**src/rtl/vic_pkg.sv**
```systemverilog
// Package vic_pkg
// Shared constants for the vectored interrupt controller: slot numbering,
// level encodings and the peripheral-to-slot mapping.
// Assumes 32 two-word slots, so a vector address is 6 bits wide.
package vic_pkg;

    localparam int SLOT_W   = 5;
    localparam int NSLOT    = 1 << SLOT_W;
    localparam int VEC_W    = SLOT_W + 1;
    localparam int LVL_W    = 2;
    localparam int NEXC     = 5;
    localparam int NPIN     = 2;
    localparam int PCFG_W   = 4;
    localparam int MAX_PERIPH = 24;

    localparam logic [LVL_W-1:0] LVL_FIXED = 2'd3;
    localparam logic [LVL_W-1:0] LVL_NONE  = 2'd3;

    localparam int SLOT_RESET = 0;
    localparam int SLOT_PIN0  = 4;

    // Latched exceptions: stack error, trace, software, non-maskable, illegal
    localparam logic [SLOT_W-1:0] EXC_SLOTS [NEXC] = '{5'd1, 5'd2, 5'd3, 5'd15, 5'd31};

    localparam int PER_LO_BASE = 6;
    localparam int PER_LO_CNT  = 9;
    localparam int PER_HI_BASE = 16;

    // Slot of peripheral line j: fills the free slots below and above slot 15
    function automatic logic [SLOT_W-1:0] periph_slot(input int j);
        if (j < PER_LO_CNT)
            return SLOT_W'(PER_LO_BASE + j);
        return SLOT_W'(PER_HI_BASE + j - PER_LO_CNT);
    endfunction

endpackage

```
**src/rtl/vic_sticky.sv**
```systemverilog
// Module vic_sticky
// Pending latch for a pulsed exception: set by the request, cleared when the
// core acknowledges the matching vector. A set in the same cycle wins.
// Assumes the request is synchronous to clk.
module vic_sticky (
    input  logic clk,
    input  logic rst_n,
    input  logic set_i,
    input  logic clr_i,
    output logic q_o
);

    // Hold the pending state between the pulse and its acknowledge
    always_ff @(posedge clk) begin
        if (!rst_n)
            q_o <= 1'b0;
        else if (set_i)
            q_o <= 1'b1;
        else if (clr_i)
            q_o <= 1'b0;
    end


    sticky_hold_chk: assert property (@(posedge clk) disable iff (!rst_n)
        set_i |=> q_o);


    sticky_clear_chk: assert property (@(posedge clk) disable iff (!rst_n)
        (clr_i && !set_i) |=> !q_o);

endmodule

```
**src/rtl/vic_pin.sv**
```systemverilog
// Module vic_pin
// Conditions one external request pin according to its 4-bit control field
// {enable, edge_mode, level[1:0]}. In edge mode a rising edge is latched
// until the vector is acknowledged; in level mode the sampled pin is the
// request. A disarmed pin (disabled, or level code 3) holds nothing.
// Assumes the pin is already synchronous to clk.
module vic_pin
    import vic_pkg::*;
(
    input  logic              clk,
    input  logic              rst_n,
    input  logic              pin_i,
    input  logic [PCFG_W-1:0] cfg_i,
    input  logic              clr_i,
    output logic              req_o,
    output logic [LVL_W-1:0]  lvl_o
);

    logic pin_q;
    logic pend_q;
    logic armed;
    logic edge_mode;
    logic rise;

    assign armed     = cfg_i[3] && (cfg_i[1:0] != LVL_NONE);
    assign edge_mode = cfg_i[2];
    assign rise      = pin_i && !pin_q;

    // Sample the pin once: the sample is both the level request and edge history
    always_ff @(posedge clk) begin
        if (!rst_n)
            pin_q <= 1'b0;
        else
            pin_q <= pin_i;
    end

    // Edge latch; cleared whenever the pin is not armed for edge detection
    always_ff @(posedge clk) begin
        if (!rst_n)
            pend_q <= 1'b0;
        else if (!(armed && edge_mode))
            pend_q <= 1'b0;
        else if (rise)
            pend_q <= 1'b1;
        else if (clr_i)
            pend_q <= 1'b0;
    end

    assign req_o = armed && (edge_mode ? pend_q : pin_q);
    assign lvl_o = cfg_i[1:0];


    edge_latch_chk: assert property (@(posedge clk) disable iff (!rst_n)
        (armed && edge_mode && rise && $stable(cfg_i)) |=> req_o);


    disarmed_quiet_chk: assert property (@(posedge clk) disable iff (!rst_n)
        (!cfg_i[3] && $stable(cfg_i)) |-> !req_o);

endmodule

```
**src/rtl/vic_arbiter.sv**
```systemverilog
// Module vic_arbiter
// Combinational selection among the slot requests: keeps those whose level
// is fixed or at least the mask, takes the highest level present, and inside
// that level the lowest slot number.
// Assumes one request bit and one 2-bit level per slot.
module vic_arbiter
    import vic_pkg::*;
#(
    parameter int NSRC = NSLOT
) (
    input  logic [NSRC-1:0]       req_i,
    input  logic [NSRC*LVL_W-1:0] lvl_i,
    input  logic [LVL_W-1:0]      mask_i,
    output logic                  win_valid_o,
    output logic [SLOT_W-1:0]     win_slot_o,
    output logic [LVL_W-1:0]      win_lvl_o
);

    localparam int NLVL = 1 << LVL_W;

    logic [NSRC-1:0]   elig;
    logic [NSRC-1:0]   bucket [NLVL];
    logic              any_at [NLVL];
    logic [SLOT_W-1:0] first_at [NLVL];

    // Eligibility of each slot against the mask
    for (genvar i = 0; i < NSRC; i++) begin : g_elig
        assign elig[i] = req_i[i] &&
            ((lvl_i[i*LVL_W +: LVL_W] == LVL_FIXED) ||
             (lvl_i[i*LVL_W +: LVL_W] >= mask_i));
    end

    // Per-level bucket and lowest-slot encoder
    for (genvar l = 0; l < NLVL; l++) begin : g_lvl
        for (genvar i = 0; i < NSRC; i++) begin : g_bk
            assign bucket[l][i] = elig[i] && (lvl_i[i*LVL_W +: LVL_W] == LVL_W'(l));
        end

        // Lowest set slot in this level's bucket
        always_comb begin
            any_at[l]   = |bucket[l];
            first_at[l] = '0;
            for (int i = NSRC - 1; i >= 0; i--) begin
                if (bucket[l][i])
                    first_at[l] = SLOT_W'(i);
            end
        end
    end

    // Highest non-empty level overrides lower ones
    always_comb begin
        win_valid_o = 1'b0;
        win_slot_o  = '0;
        win_lvl_o   = '0;
        for (int l = 0; l < NLVL; l++) begin
            if (any_at[l]) begin
                win_valid_o = 1'b1;
                win_slot_o  = first_at[l];
                win_lvl_o   = LVL_W'(l);
            end
        end
    end

endmodule

```
**src/rtl/vic_grant.sv**
```systemverilog
// Module vic_grant
// Request/acknowledge handshake toward the core: captures the arbiter's winner
// when idle, holds slot and level until the acknowledge, and reports the
// acknowledged slot for one cycle so its pending latch can be cleared.
// Assumes the acknowledge is a single-cycle pulse.
module vic_grant
    import vic_pkg::*;
(
    input  logic              clk,
    input  logic              rst_n,
    input  logic              win_valid_i,
    input  logic [SLOT_W-1:0] win_slot_i,
    input  logic [LVL_W-1:0]  win_lvl_i,
    input  logic              ack_i,
    output logic              irq_o,
    output logic [SLOT_W-1:0] slot_o,
    output logic [LVL_W-1:0]  lvl_o,
    output logic              retire_o
);

    // Capture the winner when idle, release the strobe on acknowledge
    always_ff @(posedge clk) begin
        if (!rst_n) begin
            irq_o  <= 1'b0;
            slot_o <= '0;
            lvl_o  <= '0;
        end else if (!irq_o && win_valid_i) begin
            irq_o  <= 1'b1;
            slot_o <= win_slot_i;
            lvl_o  <= win_lvl_i;
        end else if (irq_o && ack_i) begin
            irq_o  <= 1'b0;
        end
    end

    assign retire_o = irq_o && ack_i;


    hold_stable_chk: assert property (@(posedge clk) disable iff (!rst_n)
        (irq_o && !ack_i) |=> (irq_o && $stable(slot_o) && $stable(lvl_o)));


    ack_release_chk: assert property (@(posedge clk) disable iff (!rst_n)
        (irq_o && ack_i) |=> !irq_o);

endmodule

```
**src/rtl/vec_int_ctrl.sv**
```systemverilog
// Module vec_int_ctrl
// Vectored priority interrupt controller. Conditions every source into a
// per-slot request and level, arbitrates against the core's mask, and
// presents the winner's vector address until the core acknowledges it.
// Assumes all inputs are synchronous to clk and core_ack is one cycle long.
module vec_int_ctrl
    import vic_pkg::*;
#(
    parameter int NUM_PERIPH = 12
) (
    input  logic                        clk,
    input  logic                        rst_n,
    input  logic                        exc_reset,
    input  logic                        exc_stack,
    input  logic                        exc_trace,
    input  logic                        exc_swi,
    input  logic                        exc_nmi,
    input  logic                        exc_illegal,
    input  logic [NPIN-1:0]             ext_req,
    input  logic [NPIN*PCFG_W-1:0]      ext_cfg,
    input  logic [NUM_PERIPH-1:0]       per_req,
    input  logic [NUM_PERIPH*LVL_W-1:0] per_lvl,
    input  logic [LVL_W-1:0]            mask_lvl,
    input  logic                        core_ack,
    output logic                        irq_out,
    output logic [VEC_W-1:0]            vec_addr,
    output logic [LVL_W-1:0]            grant_lvl
);

    logic                   rst_req_q;
    logic [NEXC-1:0]        exc_in;
    logic [NEXC-1:0]        exc_pend;
    logic [NPIN-1:0]        pin_req;
    logic [LVL_W-1:0]       pin_lvl [NPIN];
    logic [NUM_PERIPH-1:0]  per_q;
    logic [NSLOT-1:0]       req_vec;
    logic [NSLOT*LVL_W-1:0] lvl_vec;
    logic [NSLOT-1:0]       clr_vec;
    logic                   win_valid;
    logic [SLOT_W-1:0]      win_slot;
    logic [LVL_W-1:0]       win_lvl;
    logic [SLOT_W-1:0]      held_slot;
    logic                   retire;

    assign exc_in = {exc_illegal, exc_nmi, exc_swi, exc_trace, exc_stack};

    // Sample the level-type inputs so every source reaches arbitration together
    always_ff @(posedge clk) begin
        if (!rst_n) begin
            rst_req_q <= 1'b0;
            per_q     <= '0;
        end else begin
            rst_req_q <= exc_reset;
            per_q     <= per_req;
        end
    end

    // Decode the acknowledged slot into per-slot clear strobes
    always_comb begin
        for (int s = 0; s < NSLOT; s++)
            clr_vec[s] = retire && (held_slot == SLOT_W'(s));
    end

    for (genvar k = 0; k < NEXC; k++) begin : g_exc
        vic_sticky u_sticky (
            .clk   (clk),
            .rst_n (rst_n),
            .set_i (exc_in[k]),
            .clr_i (clr_vec[EXC_SLOTS[k]]),
            .q_o   (exc_pend[k])
        );
    end

    for (genvar k = 0; k < NPIN; k++) begin : g_pin
        vic_pin u_pin (
            .clk   (clk),
            .rst_n (rst_n),
            .pin_i (ext_req[k]),
            .cfg_i (ext_cfg[k*PCFG_W +: PCFG_W]),
            .clr_i (clr_vec[SLOT_PIN0 + k]),
            .req_o (pin_req[k]),
            .lvl_o (pin_lvl[k])
        );
    end

    // Gather every source into its slot's request bit and level
    always_comb begin
        req_vec = '0;
        lvl_vec = '0;
        req_vec[SLOT_RESET] = rst_req_q;
        lvl_vec[SLOT_RESET*LVL_W +: LVL_W] = LVL_FIXED;
        for (int k = 0; k < NEXC; k++) begin
            req_vec[EXC_SLOTS[k]] = exc_pend[k];
            lvl_vec[int'(EXC_SLOTS[k])*LVL_W +: LVL_W] = LVL_FIXED;
        end
        for (int k = 0; k < NPIN; k++) begin
            req_vec[SLOT_PIN0 + k] = pin_req[k];
            lvl_vec[(SLOT_PIN0 + k)*LVL_W +: LVL_W] = pin_lvl[k];
        end
        for (int j = 0; j < NUM_PERIPH; j++) begin
            req_vec[periph_slot(j)] = per_q[j] && (per_lvl[j*LVL_W +: LVL_W] != LVL_NONE);
            lvl_vec[int'(periph_slot(j))*LVL_W +: LVL_W] = per_lvl[j*LVL_W +: LVL_W];
        end
    end

    vic_arbiter #(
        .NSRC (NSLOT)
    ) u_arb (
        .req_i       (req_vec),
        .lvl_i       (lvl_vec),
        .mask_i      (mask_lvl),
        .win_valid_o (win_valid),
        .win_slot_o  (win_slot),
        .win_lvl_o   (win_lvl)
    );

    vic_grant u_grant (
        .clk         (clk),
        .rst_n       (rst_n),
        .win_valid_i (win_valid),
        .win_slot_i  (win_slot),
        .win_lvl_i   (win_lvl),
        .ack_i       (core_ack),
        .irq_o       (irq_out),
        .slot_o      (held_slot),
        .lvl_o       (grant_lvl),
        .retire_o    (retire)
    );

    assign vec_addr = {held_slot, 1'b0};


    mask_ok_chk: assert property (@(posedge clk) disable iff (!rst_n)
        $rose(irq_out) |-> ((grant_lvl == LVL_FIXED) || (grant_lvl >= $past(mask_lvl))));


    reset_first_chk: assert property (@(posedge clk) disable iff (!rst_n)
        ($rose(irq_out) && $past(rst_req_q)) |-> (vec_addr == '0));

endmodule

```
**config.mk**
```make
export PLATFORM = sky130hd
export DESIGN_NAME = vec_int_ctrl
export DESIGN_NICKNAME = d
export VERILOG_FILES = /design/src/rtl/vic_pkg.sv /design/src/rtl/vic_sticky.sv /design/src/rtl/vic_pin.sv /design/src/rtl/vic_arbiter.sv /design/src/rtl/vic_grant.sv /design/src/rtl/vec_int_ctrl.sv
export SDC_FILE = /design/constraint.sdc
export NUM_CORES = 1
export LEC_CHECK = 0
export CAP_MARGIN = 10
export CORE_UTILIZATION = 45
export DETAILED_ROUTE_END_ITERATION = 7
export DONT_BUFFER_PORTS = 1
export PLACE_DENSITY = 0.67
export SYNTH_ARGS = -nofsm -noshare
export SYNTH_HDL_FRONTEND = slang
export SYNTH_SLANG_ARGS = --single-unit
```
**constraint.sdc**
```tcl
create_clock -name clk -period 3.6 [get_ports clk]
set_input_delay 0.18 -clock clk [delete_from_list [all_inputs] [get_ports clk]]
set_output_delay 0.18 -clock clk [all_outputs]
set_load 0.01 [all_outputs]
```
---- Word level (Yosys, flattened, before mapping) ----
Index checks and enable logic that the tools add are counted.
storage, ports and cells
  flip-flop bits (word level) ............. 30
  output and inout port bits .............. 9
operators by class
  order comparisons ....................... 14
  mux-type cells .......................... 91
  reduce and logical (&&, ||, !) cells .... 144
  eq/ne operators ......................... 63
operators by type and width
  cell                  count
  $mux W5               66
  $logic_and A1 B1 Y1   99
  $eq A2 B2 Y1 const B  28
  $reduce_or A14 Y1     3
  $eq A2 B1 Y1 const B  14
  $ge A2 B2 Y1          14
  $logic_not A2 Y1      14
  $ne A2 B2 Y1 const B  14
  $mux W1               23
  $reduce_or A20 Y1     1
  $reduce_bool A2 Y1    8
  $logic_or A1 B1 Y1    14
  $eq A5 B2 Y1 const B  2
  $eq A5 B3 Y1 const B  2
  $eq A5 B1 Y1 const B  1
  $eq A5 B4 Y1 const B  1
  $eq A5 B5 Y1 const B  1
  $mux W2               2
  $reduce_and A2 Y1     2
  $logic_not A1 Y1      3

---- Depth between registers and ports, before layout ----
  depth after elaboration ................. 24
  mapped depth ............................ 11
  mapped depth without buffers ............ 10

---- Cells and area by module ----
A second synthesis with hierarchy kept.
second synthesis, totals
  cell total of the unflattened synthesis .. 805
  area total of the unflattened synthesis .. 5957.0 sq um
by module, submodules not included
  module        instances  area an instance (sq um)  cells each
  vic_arbiter   1          4662.0                    676
  vec_int_ctrl  1          535.5                     55
  vic_grant     1          322.8                     35
  vic_pin       2          115.1                     12
  vic_sticky    5          41.3                      3

---- Worst setup path after synthesis ----
Ideal clock, no wire load.
  path kind ............................... input to register
  start point ............................. input port mask_lvl[1]
  end point ............................... register u_grant.slot_o[1]
  path slack .............................. 1.042 ns
  arrival time ............................ 2.435 ns
  stages on the path ...................... 10
  library setup time ...................... 0.123 ns
  path through ............................ inv_1 -> ha_1 -> o21ai_1 -> nor4b_1 -> or2_1 -> or3_4 -> nor4_4 -> a31oi_2 -> o21ai_0 -> o22ai_1
on the way
  word-level cells in the longest chain between the ends .. 24
  elaborated cells between the ends (all ways) .. 172
  classes of those cells .................. 14 x order compare; 69 x mux; 89 x reduce/logical
ends and longest elaborated chain
  item                    line                source
  start: declaration      vec_int_ctrl.sv:23  input logic [LVL_W-1:0] mask_lvl,
  $ge A2 B2 Y1            vic_arbiter.sv:30   (lvl_i[i*LVL_W +: LVL_W] >= mask_i));
  $logic_or A1 B1 Y1      vic_arbiter.sv:29   ((lvl_i[i*LVL_W +: LVL_W] == LVL_FIXED) ||
  $logic_and A1 B1 Y1     vic_arbiter.sv:28   assign elig[i] = req_i[i] &&
  $logic_and A1 B1 Y1     vic_arbiter.sv:36   assign bucket[l][i] = elig[i] && (lvl_i[i*LVL_W +: LVL_W] == LVL_W'(l));
  $mux W5 (19 in a row)   vic_arbiter.sv:44   if (bucket[l][i])
  $mux W5                 vic_arbiter.sv:56   if (any_at[l]) begin
  end signal: assignment  vic_grant.sv:29     slot_o <= win_slot_i;
  end: declaration        vic_grant.sv:16     output logic [SLOT_W-1:0] slot_o,
Parallel ways exist; a longest one is shown, timed or not.
A chain may end at the register's enable or synchronous reset.

---- Worst setup path in the final report ----
Ends and elaborated chain as after synthesis.

==> impl_metrics.csv <==
group,metric,value,unit
outcome,status,"completed",
power_and_ir_drop,max-vdd-ir-drop,176,uV
clock_tree,cts_setup_buffers,0,
timing,worst_pin_slew,0.777,ns
power_and_ir_drop,p_leak,1.10,nW
worst_setup_path,crit_path_start_kind,"primary input",
clock_tree,ctsRootBufferMaster,"clkbuf_8",
detailed_routing,postRouteAntennaNets,0,
synth,async_flop_share,0,%
timing,fin_crit,2.76,ns
clock_tree,cts_resized,0,
synth,yosysTopAreaCell,"dfxtp_1",
global_routing,grt_max_degree,24,
timing,max_freq,362,MHz
worst_setup_path,worstSetupEndpointType,"flip-flop",
placed_design,pre_cts_slack,0.564,ns
synth,ys.flop_type,"dfxtp_1",
clock_tree,clockBufferDepth,2,
synth,yosys_warnings,0,
timing,slew-limit-headroom,47.4,%
global_routing,antenna_found_initial,0,
synth,yosysUniqueCellTypes,65,
layout,multi_input_area,1950,um^2
timing,finClkSkew,0.0103,ns
worst_setup_path,worstSetupPathType,"in2reg",
timing,tns,0,ns
clock_tree,htreeDepth,2,
layout,area_growth,6.87,%
synth,synthTopCellsByArea,"dfxtp_1 (23%), ha_1 (13%), nor4_1 (5.4%)",
synth,ys_ff_latch,30,
clock_tree,clk_latency,0.29,ns
synth,yosys.area.top_type_share,22.6,%
timing,rsz0062_at_grt,"no",
layout,drive_above_1_share,7.51,%
clock_tree,clock_sinks,30,
timing,hold_violations,0,
flow_run,maxCapViolations,0,
detailed_routing,vias,2531,
placed_design,numPortBuffers,0,
layout,seq_area,601,um^2
timing,setup_viol,0,
global_routing,grt_use_total,22.7,%
floorplan,ios,66,
clock_tree,clk_pin_slew,0.07,ns
synth,synth.net_count,411,
layout,final_nets,417,
synth,ys_seq_area_share,22.6,%
floorplan,die_y,78.9,um
detailed_routing,vias_per_cell,6.25,
timing,setup_ws,0.838,ns
layout,layout_common_cells,"dfxtp_1 (30), ha_1 (28), nor2_1 (24)",
floorplan,initial_core_util,47.4,%
detailed_routing,drc,0,
layout,layout_commonest_cell,"dfxtp_1",
synth,syn_inst,326,
synth,syn_area,2660,um^2
placed_design,hpwlAfterDp,5370,um
global_routing,grt_overflow,0,
floorplan,die_x,78.9,um
floorplan,die-area,6220,um^2
worst_hold_path,hold_class,"in2reg",
layout,n_antenna_cell,0,
detailed_routing,drtIter0Drc,192,
global_routing,grt_pass1_vias,2364,
power_and_ir_drop,p_total,0.873,mW
floorplan,core,5610,um^2
worst_setup_path,critPathArrivalTime,2.93,ns
layout,post-route-util,50.6,%
detailed_routing,wirelength,6830,um
detailed_routing,routedWlPerCell,16.9,um
worst_setup_path,critPathMaxFanout,14,
timing,timing.hold.ws,0.0139,ns
synth,syn_area_per_cell,8.15,um^2
worst_setup_path,cp_data_required_time,3.77,ns
detailed_routing,firstDrtPassIters,4,
clock_tree,cts_tree,"done",
timing,drv_slew,0,
layout,fill_cells,576,
synth,synth_edf_count,0,
floorplan,rows,27,
timing,period_share,76.7,%
placed_design,gp_congestion,0.845,
clock_tree,cts_made_buffers,5,
global_routing,grt_pass1_wl,11000,um
power_and_ir_drop,p_per_area,307,nW/um^2
==> report_power, final <==
group / leakage [nW] / switching, mW / total (mW) / internal, mW
clock: 0.0482 / 0.136 / 0.290 / 0.154
combinational: 0.804 / 0.117 / 0.206 / 0.0891
sequential: 0.249 / 0.0234 / 0.376 / 0.353
total: 1.10 / 0.276 / 0.873 / 0.596
==> cell families after synthesis <==
group                    share of synthesized area, %
multiplexers                                    0.424
other                                           0.141
buffers and inverters                            3.95
flip-flops                                       22.6
AND/OR/NAND/NOR                                  40.3
AO/OA/AOI/OAI                                    19.4
adder cells (fa/ha/maj)                          13.2
==> cells in the mapped netlist, types with 2 or more instances <==
| cell | count |
|---|---|
| dfxtp_1 | 30 |
| ha_1 | 28 |
| nor2_1 | 24 |
| nor4_1 | 23 |
| inv_1 | 20 |
| a21oi_1 | 19 |
| and2_1 | 16 |
| nand2_1 | 15 |
| nor3b_1 | 12 |
| nor3_1 | 11 |
| nor4b_1 | 10 |
| o21ai_0 | 9 |
| o21ai_1 | 8 |
| or4_1 | 8 |
| nand2b_1 | 7 |
| nand3_1 | 7 |
| o211ai_1 | 5 |
| a31oi_1 | 4 |
| o31ai_1 | 4 |
| nand3b_1 | 3 |
| nand4_1 | 3 |
| nor2b_1 | 3 |
| nor3b_2 | 3 |
| or3b_1 | 3 |
| or4b_1 | 3 |
| a21boi_2 | 2 |
| a21o_1 | 2 |
| clkbuf_1 | 2 |
| o211ai_2 | 2 |
| o21a_1 | 2 |
| o21bai_1 | 2 |
| o311a_1 | 2 |
| o311ai_0 | 2 |
==> state kept, by name (all words and copies together), names as in the netlist <==
register,flops
per_q,12
g_exc.u_sticky.q_o,5
u_grant.slot_o,5
g_pin.u_pin.pend_q,2
g_pin.u_pin.pin_q,2
u_grant.lvl_o,2
rst_req_q,1
u_grant.irq_o,1
==> metal layers <==
layer,track usage (%),share of wire [%],vias to the layer above,routed length [um]
met5,0,0,-,0
met4,5.82,0.66,0,45
met2,39.0,46,95,3160
met1,28.2,46,1157,3130
li1,-,-,1273,-
met3,5.63,7.1,6,487
==> area by class of cell <==
type                       count  share of cell area, %
clock buffer                   7                   3.04
clock inverter                 1                  0.176
tap                           72                   3.17
multi-input combinational    271                   68.7
sequential                    30                   21.1
inverter                      21                   2.78
timing repair buffer           3                  0.969
==> repair_timing <==
| action | 4_1_cts | 5_1_grt |
|---|---|---|
| endpoints found under the hold margin | 1 | 0 |
| endpoints found under the setup margin | 0 | 0 |
| hold buffers | 2 | 0 |
==> worst paths after layout <==
check	from	endpoint	slack [ns]	cells after the start
worst max-delay path	mask_lvl[1]	u_grant.slot_o[1]	0.84	10
worst min-delay path	per_req[4]	per_q[4]	0.01	1
worst max register to register	u_grant.irq_o	g_pin[0].u_pin.pend_q	1.13	5
worst min register to register	g_pin[1].u_pin.pend_q	g_pin[1].u_pin.pend_q	0.47	2
==> worst max-delay path, stage by stage <==
cell	delay (ns)
inv_1	0.37
ha_1	0.33
o21ai_1	0.26
nor4b_1	0.16
nor4_1	0.46
nand3_1	0.25
nor4_4	0.39
a31oi_2	0.23
o21ai_0	0.19
o22ai_1	0.10
==> metrics by stage <==
| step | area, um^2 | instances |
|---|---|---|
| after detailed placement | 2730 | 395 |
| after global placement | 2730 | 395 |
| after CTS | 2840 | 405 |
| final | 2840 | 405 |
| after floorplan | 2660 | 326 |
| after global routing | 2840 | 405 |
Note: power is estimated with default switching activity, not from simulation.
